File: src/rtl/vpos_pkg.sv
`timescale 1ns/1ps
package vpos_pkg;

    // Field tracking states
    typedef enum logic [1:0] {
        FS_WAIT  = 2'd0,   // no vsync edge seen since reset
        FS_COUNT = 2'd1,   // counting lines, trigger armed
        FS_DONE  = 2'd2    // trigger already issued this field
    } field_state_t;

    // Position register update selected each cycle
    typedef enum logic [1:0] {
        PC_HOLD  = 2'd0,
        PC_UP    = 2'd1,
        PC_DOWN  = 2'd2,
        PC_WRITE = 2'd3
    } pos_cmd_t;

endpackage

File: src/rtl/vpos_reg.sv
`timescale 1ns/1ps
module vpos_reg
    import vpos_pkg::*;
#(
    parameter int POS_W   = 9,
    parameter int MAX_525 = 262,
    parameter int MAX_625 = 312
) (
    input  logic             clk,
    input  logic             rst_n,
    input  logic             std_625,
    input  logic             wr_en,
    input  logic             wr_sel,
    input  logic [POS_W-2:0] wr_data,
    input  logic             pan_up,
    input  logic             pan_dn,
    output logic [POS_W-1:0] pos
);
    localparam int LO_W = POS_W - 1;
    localparam logic [POS_W-1:0] LIM_A = POS_W'(MAX_525);
    localparam logic [POS_W-1:0] LIM_B = POS_W'(MAX_625);

    pos_cmd_t         cmd;
    logic [POS_W-1:0] limit;
    logic [POS_W-1:0] cand;
    logic [POS_W-1:0] pos_nxt;

    always_comb begin
        if (wr_en)
            cmd = PC_WRITE;
        else if (pan_up && !pan_dn)
            cmd = PC_UP;
        else if (pan_dn && !pan_up)
            cmd = PC_DOWN;
        else
            cmd = PC_HOLD;
    end

    always_comb begin
        limit = std_625 ? LIM_B : LIM_A;
        cand  = wr_sel ? {wr_data[0], pos[LO_W-1:0]}
                       : {pos[POS_W-1], wr_data};
    end

    always_comb begin
        unique case (cmd)
            PC_HOLD:  pos_nxt = pos;
            PC_UP:    pos_nxt = (pos >= limit) ? '0 : pos + 1'b1;
            PC_DOWN:  pos_nxt = (pos == '0) ? limit : pos - 1'b1;
            PC_WRITE: pos_nxt = (cand > limit) ? limit : cand;
            default:  pos_nxt = pos;
        endcase
    end

    always_ff @(posedge clk) begin
        if (!rst_n)
            pos <= '0;
        else
            pos <= pos_nxt;
    end

endmodule

File: src/rtl/vpos_field_fsm.sv
`timescale 1ns/1ps
module vpos_field_fsm
    import vpos_pkg::*;
#(
    parameter int POS_W = 9
) (
    input  logic             clk,
    input  logic             rst_n,
    input  logic             in_vsync,
    input  logic             line_stb,
    input  logic [POS_W-1:0] pos,
    output logic             vi_trig
);
    localparam int CNT_W = POS_W + 1;
    localparam logic [CNT_W-1:0] CNT_TOP = '1;

    field_state_t     state, state_nxt;
    logic             vs_q;
    logic             vs_rise;
    logic             hit;
    logic [CNT_W-1:0] line_cnt;

    assign vs_rise = in_vsync && !vs_q;
    assign hit     = (state == FS_COUNT) && (line_cnt == CNT_W'(pos));

    // next-state logic
    always_comb begin
        state_nxt = state;
        if (vs_rise) begin
            state_nxt = FS_COUNT;
        end else begin
            unique case (state)
                FS_WAIT:  state_nxt = FS_WAIT;
                FS_COUNT: state_nxt = hit ? FS_DONE : FS_COUNT;
                FS_DONE:  state_nxt = FS_DONE;
                default:  state_nxt = FS_WAIT;
            endcase
        end
    end

    // state register
    always_ff @(posedge clk) begin
        if (!rst_n)
            state <= FS_WAIT;
        else
            state <= state_nxt;
    end

    // outputs and line counter
    always_ff @(posedge clk) begin
        if (!rst_n) begin
            vs_q     <= 1'b0;
            vi_trig  <= 1'b0;
            line_cnt <= '0;
        end else begin
            vs_q    <= in_vsync;
            vi_trig <= hit && !vs_rise;
            if (vs_rise)
                line_cnt <= '0;
            else if (line_stb && line_cnt != CNT_TOP)
                line_cnt <= line_cnt + 1'b1;
        end
    end

endmodule

File: src/rtl/vpos_pan_ctrl.sv
`timescale 1ns/1ps
module vpos_pan_ctrl #(
    parameter int POS_W   = 9,
    parameter int MAX_525 = 262,
    parameter int MAX_625 = 312
) (
    input  logic             clk,
    input  logic             rst_n,
    input  logic             in_vsync,
    input  logic             line_stb,
    input  logic             std_625,
    input  logic             wr_en,
    input  logic             wr_sel,
    input  logic [POS_W-2:0] wr_data,
    input  logic             pan_up,
    input  logic             pan_dn,
    output logic [POS_W-1:0] vpos,
    output logic             vi_trig
);

    vpos_reg #(
        .POS_W  (POS_W),
        .MAX_525(MAX_525),
        .MAX_625(MAX_625)
    ) u_reg (
        .clk    (clk),
        .rst_n  (rst_n),
        .std_625(std_625),
        .wr_en  (wr_en),
        .wr_sel (wr_sel),
        .wr_data(wr_data),
        .pan_up (pan_up),
        .pan_dn (pan_dn),
        .pos    (vpos)
    );

    vpos_field_fsm #(
        .POS_W(POS_W)
    ) u_fsm (
        .clk     (clk),
        .rst_n   (rst_n),
        .in_vsync(in_vsync),
        .line_stb(line_stb),
        .pos     (vpos),
        .vi_trig (vi_trig)
    );

endmodule

File: config.mk
export PLATFORM = sky130hd
export DESIGN_NAME = vpos_pan_ctrl
export DESIGN_NICKNAME = d
export VERILOG_FILES = /design/src/rtl/vpos_pkg.sv /design/src/rtl/vpos_reg.sv /design/src/rtl/vpos_field_fsm.sv /design/src/rtl/vpos_pan_ctrl.sv
export SDC_FILE = /design/constraint.sdc
export NUM_CORES = 1
export LEC_CHECK = 0
export BUFFER_PORTS_ARGS = -buffer_cell sky130_fd_sc_hd__buf_2
export CAP_MARGIN = 10
export CORE_MARGIN = 2
export CORE_UTILIZATION = 40
export DETAILED_ROUTE_END_ITERATION = 10
export SYNTH_ARGS = -nofsm -noshare
export SYNTH_HDL_FRONTEND = slang
export SYNTH_HIERARCHICAL = 1
export SYNTH_SLANG_ARGS = --single-unit
File: constraint.sdc
create_clock -name clk -period 4.1 [get_ports clk]
set_input_delay 0.82 -clock clk [delete_from_list [all_inputs] [get_ports clk]]
set_output_delay 0.82 -clock clk [all_outputs]
set_load 0.02 [all_outputs]
# Word level (Yosys, flattened, before mapping)
# Index checks and enable logic that the tools add are counted.
# classes
n_addsub,3
mux,12
n_lt_le_gt_ge,2
eq_ne,7
bitwise,1
n_reduce_logical,13
# ops
cell,n
9-bit two-way mux,4
9-bit one-hot mux with 3 select lines,1
"10-bit by 1-bit adder with 10-bit output, second input constant",1
10-bit by 9-bit == test with 1-bit output,1
"10-bit inequality test, second input constant",1
"9-bit by 1-bit adder with 9-bit output, second input constant",1
9-bit greater-or-equal comparator,1
9-bit greater-than comparator,1
9-bit logical NOT,1
"9-bit by 1-bit subtractor with 9-bit output, second input constant",1
2-bit two-way mux,4
"2-bit == test, second input constant",3
1-bit logical AND,6
6-bit two-way mux,1
"2-bit by 1-bit == test with 1-bit output, second input constant",2
1-bit logical NOT,4
2-bit one-hot mux with 2 select lines,1
2-bit logical NOT,1
2-bit OR reduction,1
1-bit two-way mux,1
1-bit NOT,1
# word_totals
wordCells,44
inputBits,17
out_inout_bits,10
ff_bits,23

# Longest topological paths before layout
# logic_depth
depth_word,7
ltp_mapped,9
depth_no_buf,8

# Modules after synthesis
# Netlist, hierarchy kept.
# by_module_without_submodules
mod,seq_area_each_um2,n_inst,area_each_um2,cells_per_inst
vpos_reg,180.2,1,1321.3,179
vpos_field_fsm,280.3,1,839.6,98

# Worst setup path after synthesis
# Ideal clock, no wire load.
# synth_timing
path_kind,input to register
from,in wr_sel
to,reg u_reg.pos[1]
arrival_ns,2.904
slack_ns,1.081
t_required_ns,3.985
path_stages,9
n_path_buf,1
setup_ns,0.115
path_cell_list,clkbuf_1 mux2_2 ha_1 a21o_1 a21oi_1 a21oi_1 o21ai_0 nand3_1 and3_1
# synth_via
elab_chain_len,4
# synth_lines
element,line,text
start: declaration,vpos_pan_ctrl.sv:13,"input logic wr_sel,"
9-bit two-way mux *,vpos_reg.sv:41,"cand = wr_sel ? {wr_data[0], pos[LO_W-1:0]}"
9-bit greater-than comparator,vpos_reg.sv:50,PC_WRITE: pos_nxt = (cand > limit) ? limit : cand;
9-bit two-way mux *,vpos_reg.sv:50,
9-bit one-hot mux with 3 select lines *,vpos_reg.sv:46,unique case (cmd)
end signal: assignment,vpos_reg.sv:59,pos <= pos_nxt;
end: declaration,vpos_reg.sv:17,output logic [POS_W-1:0] pos
# Every way passes the cells marked *; elsewhere a longest branch is shown, timed or not.
# A chain may end at the register's enable or synchronous reset.

# Final worst setup path
# layout_timing
from,in wr_sel
to,reg u_reg.pos[5]
# The elaborated chain is that of the path after synthesis.

==> out/qor.csv <==
metric;value;unit
crit_arrival;3.21;ns
vias;2195;
synth_area_per_cell;7.80;um2
via_per_inst;6.01;
top_layer;met4;
dpl_worst_slack;0.878;ns
dieWidth;77.5;um
cp.required;4.29;ns
critPathCaptureType;flop;
drtAntennaViolNets;0;
grt_util_all_layers;20.5;%
critical_path_class;in2reg;
instances_no_fill;365;
tightest_slew;0.663;ns
htreeDepth;1;
route.detailed.drc;0;
setup-tns-final;0;ns
reg2reg_to;u_reg/pos[5]$_SDFFE_PN0P_;
synthTopCellsByCount;nor2_1, dfxtp_1, nand2_1, ha_1, nor3_1;
layout_setup_ws;1.08;ns
syn2layout_area_growth;9.38;%
dpl_cell_area;2320;um2
vdd_drop_max;0.000144;V
crit_fanout;11;
synthCells;277;
grt_max_degree;20;
wl_met1;2.88;mm
start_kind;primary input;
cts_tree;done;
finalCritPeriodShare;73.6;%
maxSlewHeadroom;55.4;%
wl_per_cell;16.7;um
fillCellCount;531;
numCtsBuffers;3;
yosysTopAreaCellShare;21.3;%
grt_first_pass_wirelength;9.98;mm
synthDistinctLibCells;57;
timing.rr.start;u_reg/pos[4]$_SDFFE_PN0P_;
fin_util;45.7;%
cts.sinks;23;
numPortBuffers;26;
yosysWarnings;6;
whs_path_depth;2;
synth_nets;310;
rsz0062_at_grt;false;
power_density;289;nW/um2
antenna_found_initial;0;
routed_wl;6.11;mm
yosysTopAreaCell;dfxtp_1;
cts.reportedPaths.clkPinSlew;0.10;ns
postCtsHoldBufs;0;
synth_most_common_cell;nor2_1;
p_leak;0.000954;uW
period_minus_slack;3.02;ns
min_path_type;reg2reg;
ys_ff_latch;23;
grt-ovfl-total;0;
whs_endpoint;u_fsm/line_cnt[9]$_SDFFE_PP0P_;
min_from;u_fsm/line_cnt[9]$_SDFFE_PP0P_;
finClkSkew;0.00918;ns
drtIter0Drc;171;
ys.flop_type;dfxtp_1;
status;completed;
drtPass1Iterations;5;
pin_count;27;
die_h;77.5;um
start_util;41.8;%
synth_edf_count;0;
diodes;0;
syn-cell-area;2160;um2
r2r_setup_slack;1.41;ns
rows;26;
die-area;6010;um2
cts_root_buf;clkbuf_8;
cts.path.max_buffers;2;
routabilityCongestion;0.874;
cap_violations;0;
setup_viol;0;
slew_violations;0;
clkLatencyLatePin;0.27;ns
core_area;5170;um2
yosys-top-cells-area;dfxtp_1, ha_1, mux2_2, nor2_1, nor3_1;
fin_area;2360;um2
post_cts_buffers;0;
r2r_cells;8;
clock.fmax;0.332;GHz
place_hpwl;4.48;mm
nNetsFinal;329;
synthArstFlopShare;0;%
wl_met3;345;um
placed_cells;361;
dr_wl_met2;2.82;mm
seq_area_frac_synth;21.3;%
ctsResizeCount;0;
first_global_vias;2004;
hold_viol;0;
drive_above_1_share;16.9;%
area by class of cell:
cell class,count,area (um2),share of cell area [%]
clock buffers,3,41.3,1.75
clock inverters,1,5.00,0.212
inverters,15,56.3,2.38
multi-input cells,227,1580,67.0
flip-flops and latches,23,460,19.5
well taps,70,87.6,3.71
repair buffers,26,130,5.51
worst max-delay path: stages:
cell	delay, ns
buf_2	0.23
mux2_2	0.39
ha_1	0.29
a21o_1	0.18
a21oi_1	0.18
a21oi_1	0.14
o21ai_0	0.52
nand3_1	0.20
a41oi_1	0.24
layout by cell type, fill, tap and decap left out, drive strengths merged, types with 3 or more instances in the layout:
master	count
a211oi	6
a21oi	13
a31oi	8
and2	3
and3	4
buf	26
clkbuf	3
dfxtp	23
ha	16
inv	15
mux2	8
nand2	17
nand2b	5
nand3	15
nand4	6
nor2	24
nor2b	8
nor3	16
nor4	7
o211ai	4
o21ai	11
o31ai	3
xnor2	5
xor2	7
per-layer routing:
| metal | track usage, % | vias to the layer above |
|---|---|---|
| met5 | 0 | - |
| met4 | 5.00 | 0 |
| met3 | 2.21 | 8 |
| met2 | 33.0 | 90 |
| met1 | 29.3 | 1023 |
| li1 | - | 1074 |
how the worst max path moves through the flow:
stage / from / to / cells after the start
3_5_place_dp: wr_sel / u_reg/pos[5]$_SDFFE_PN0P_ / 9
5_1_grt: wr_sel / u_reg/pos[5]$_SDFFE_PN0P_ / 9
3_3_place_gp: wr_sel / u_reg/pos[5]$_SDFFE_PN0P_ / 9
2_1_floorplan: wr_sel / u_reg/pos[1]$_SDFFE_PN0P_ / 9
6_report: wr_sel / u_reg/pos[5]$_SDFFE_PN0P_ / 9
4_1_cts: wr_sel / u_reg/pos[5]$_SDFFE_PN0P_ / 9
state kept, by name, indices dropped and copies added, names as in the netlist:
| signal | cells |
|---|---|
| u_reg/pos | 9 |
| u_fsm/state | 2 |
| u_fsm/vi_trig | 1 |
| u_fsm/line_cnt | 10 |
| u_fsm/vs_q | 1 |
cell families (layout without fill, tap and decap cells):
logic type,after synthesis,in the layout,synth area share [%]
compound gates,72,72,24.9
buf+inv,27,45,5.44
fa+ha+maj,16,16,9.26
simple gates,117,117,29.1
xor+xnor,12,12,4.86
mux,10,10,5.10
flops,23,23,21.3
report_power, final:
group | switching, uW | total, uW | internal (uW)
clock network | 80.9 | 149 | 68.0
registers | 41.5 | 277 | 236
logic | 150 | 256 | 106
total | 272 | 683 | 410
metrics by stage:
stage               total power, uW  hold slack (ns)
floorplan                       460            0.481
global placement                533            0.526
detailed placement              533            0.529
CTS                             682            0.540
global route                    725            0.595
finish                          683            0.537
(Power assumes the default switching activity.)
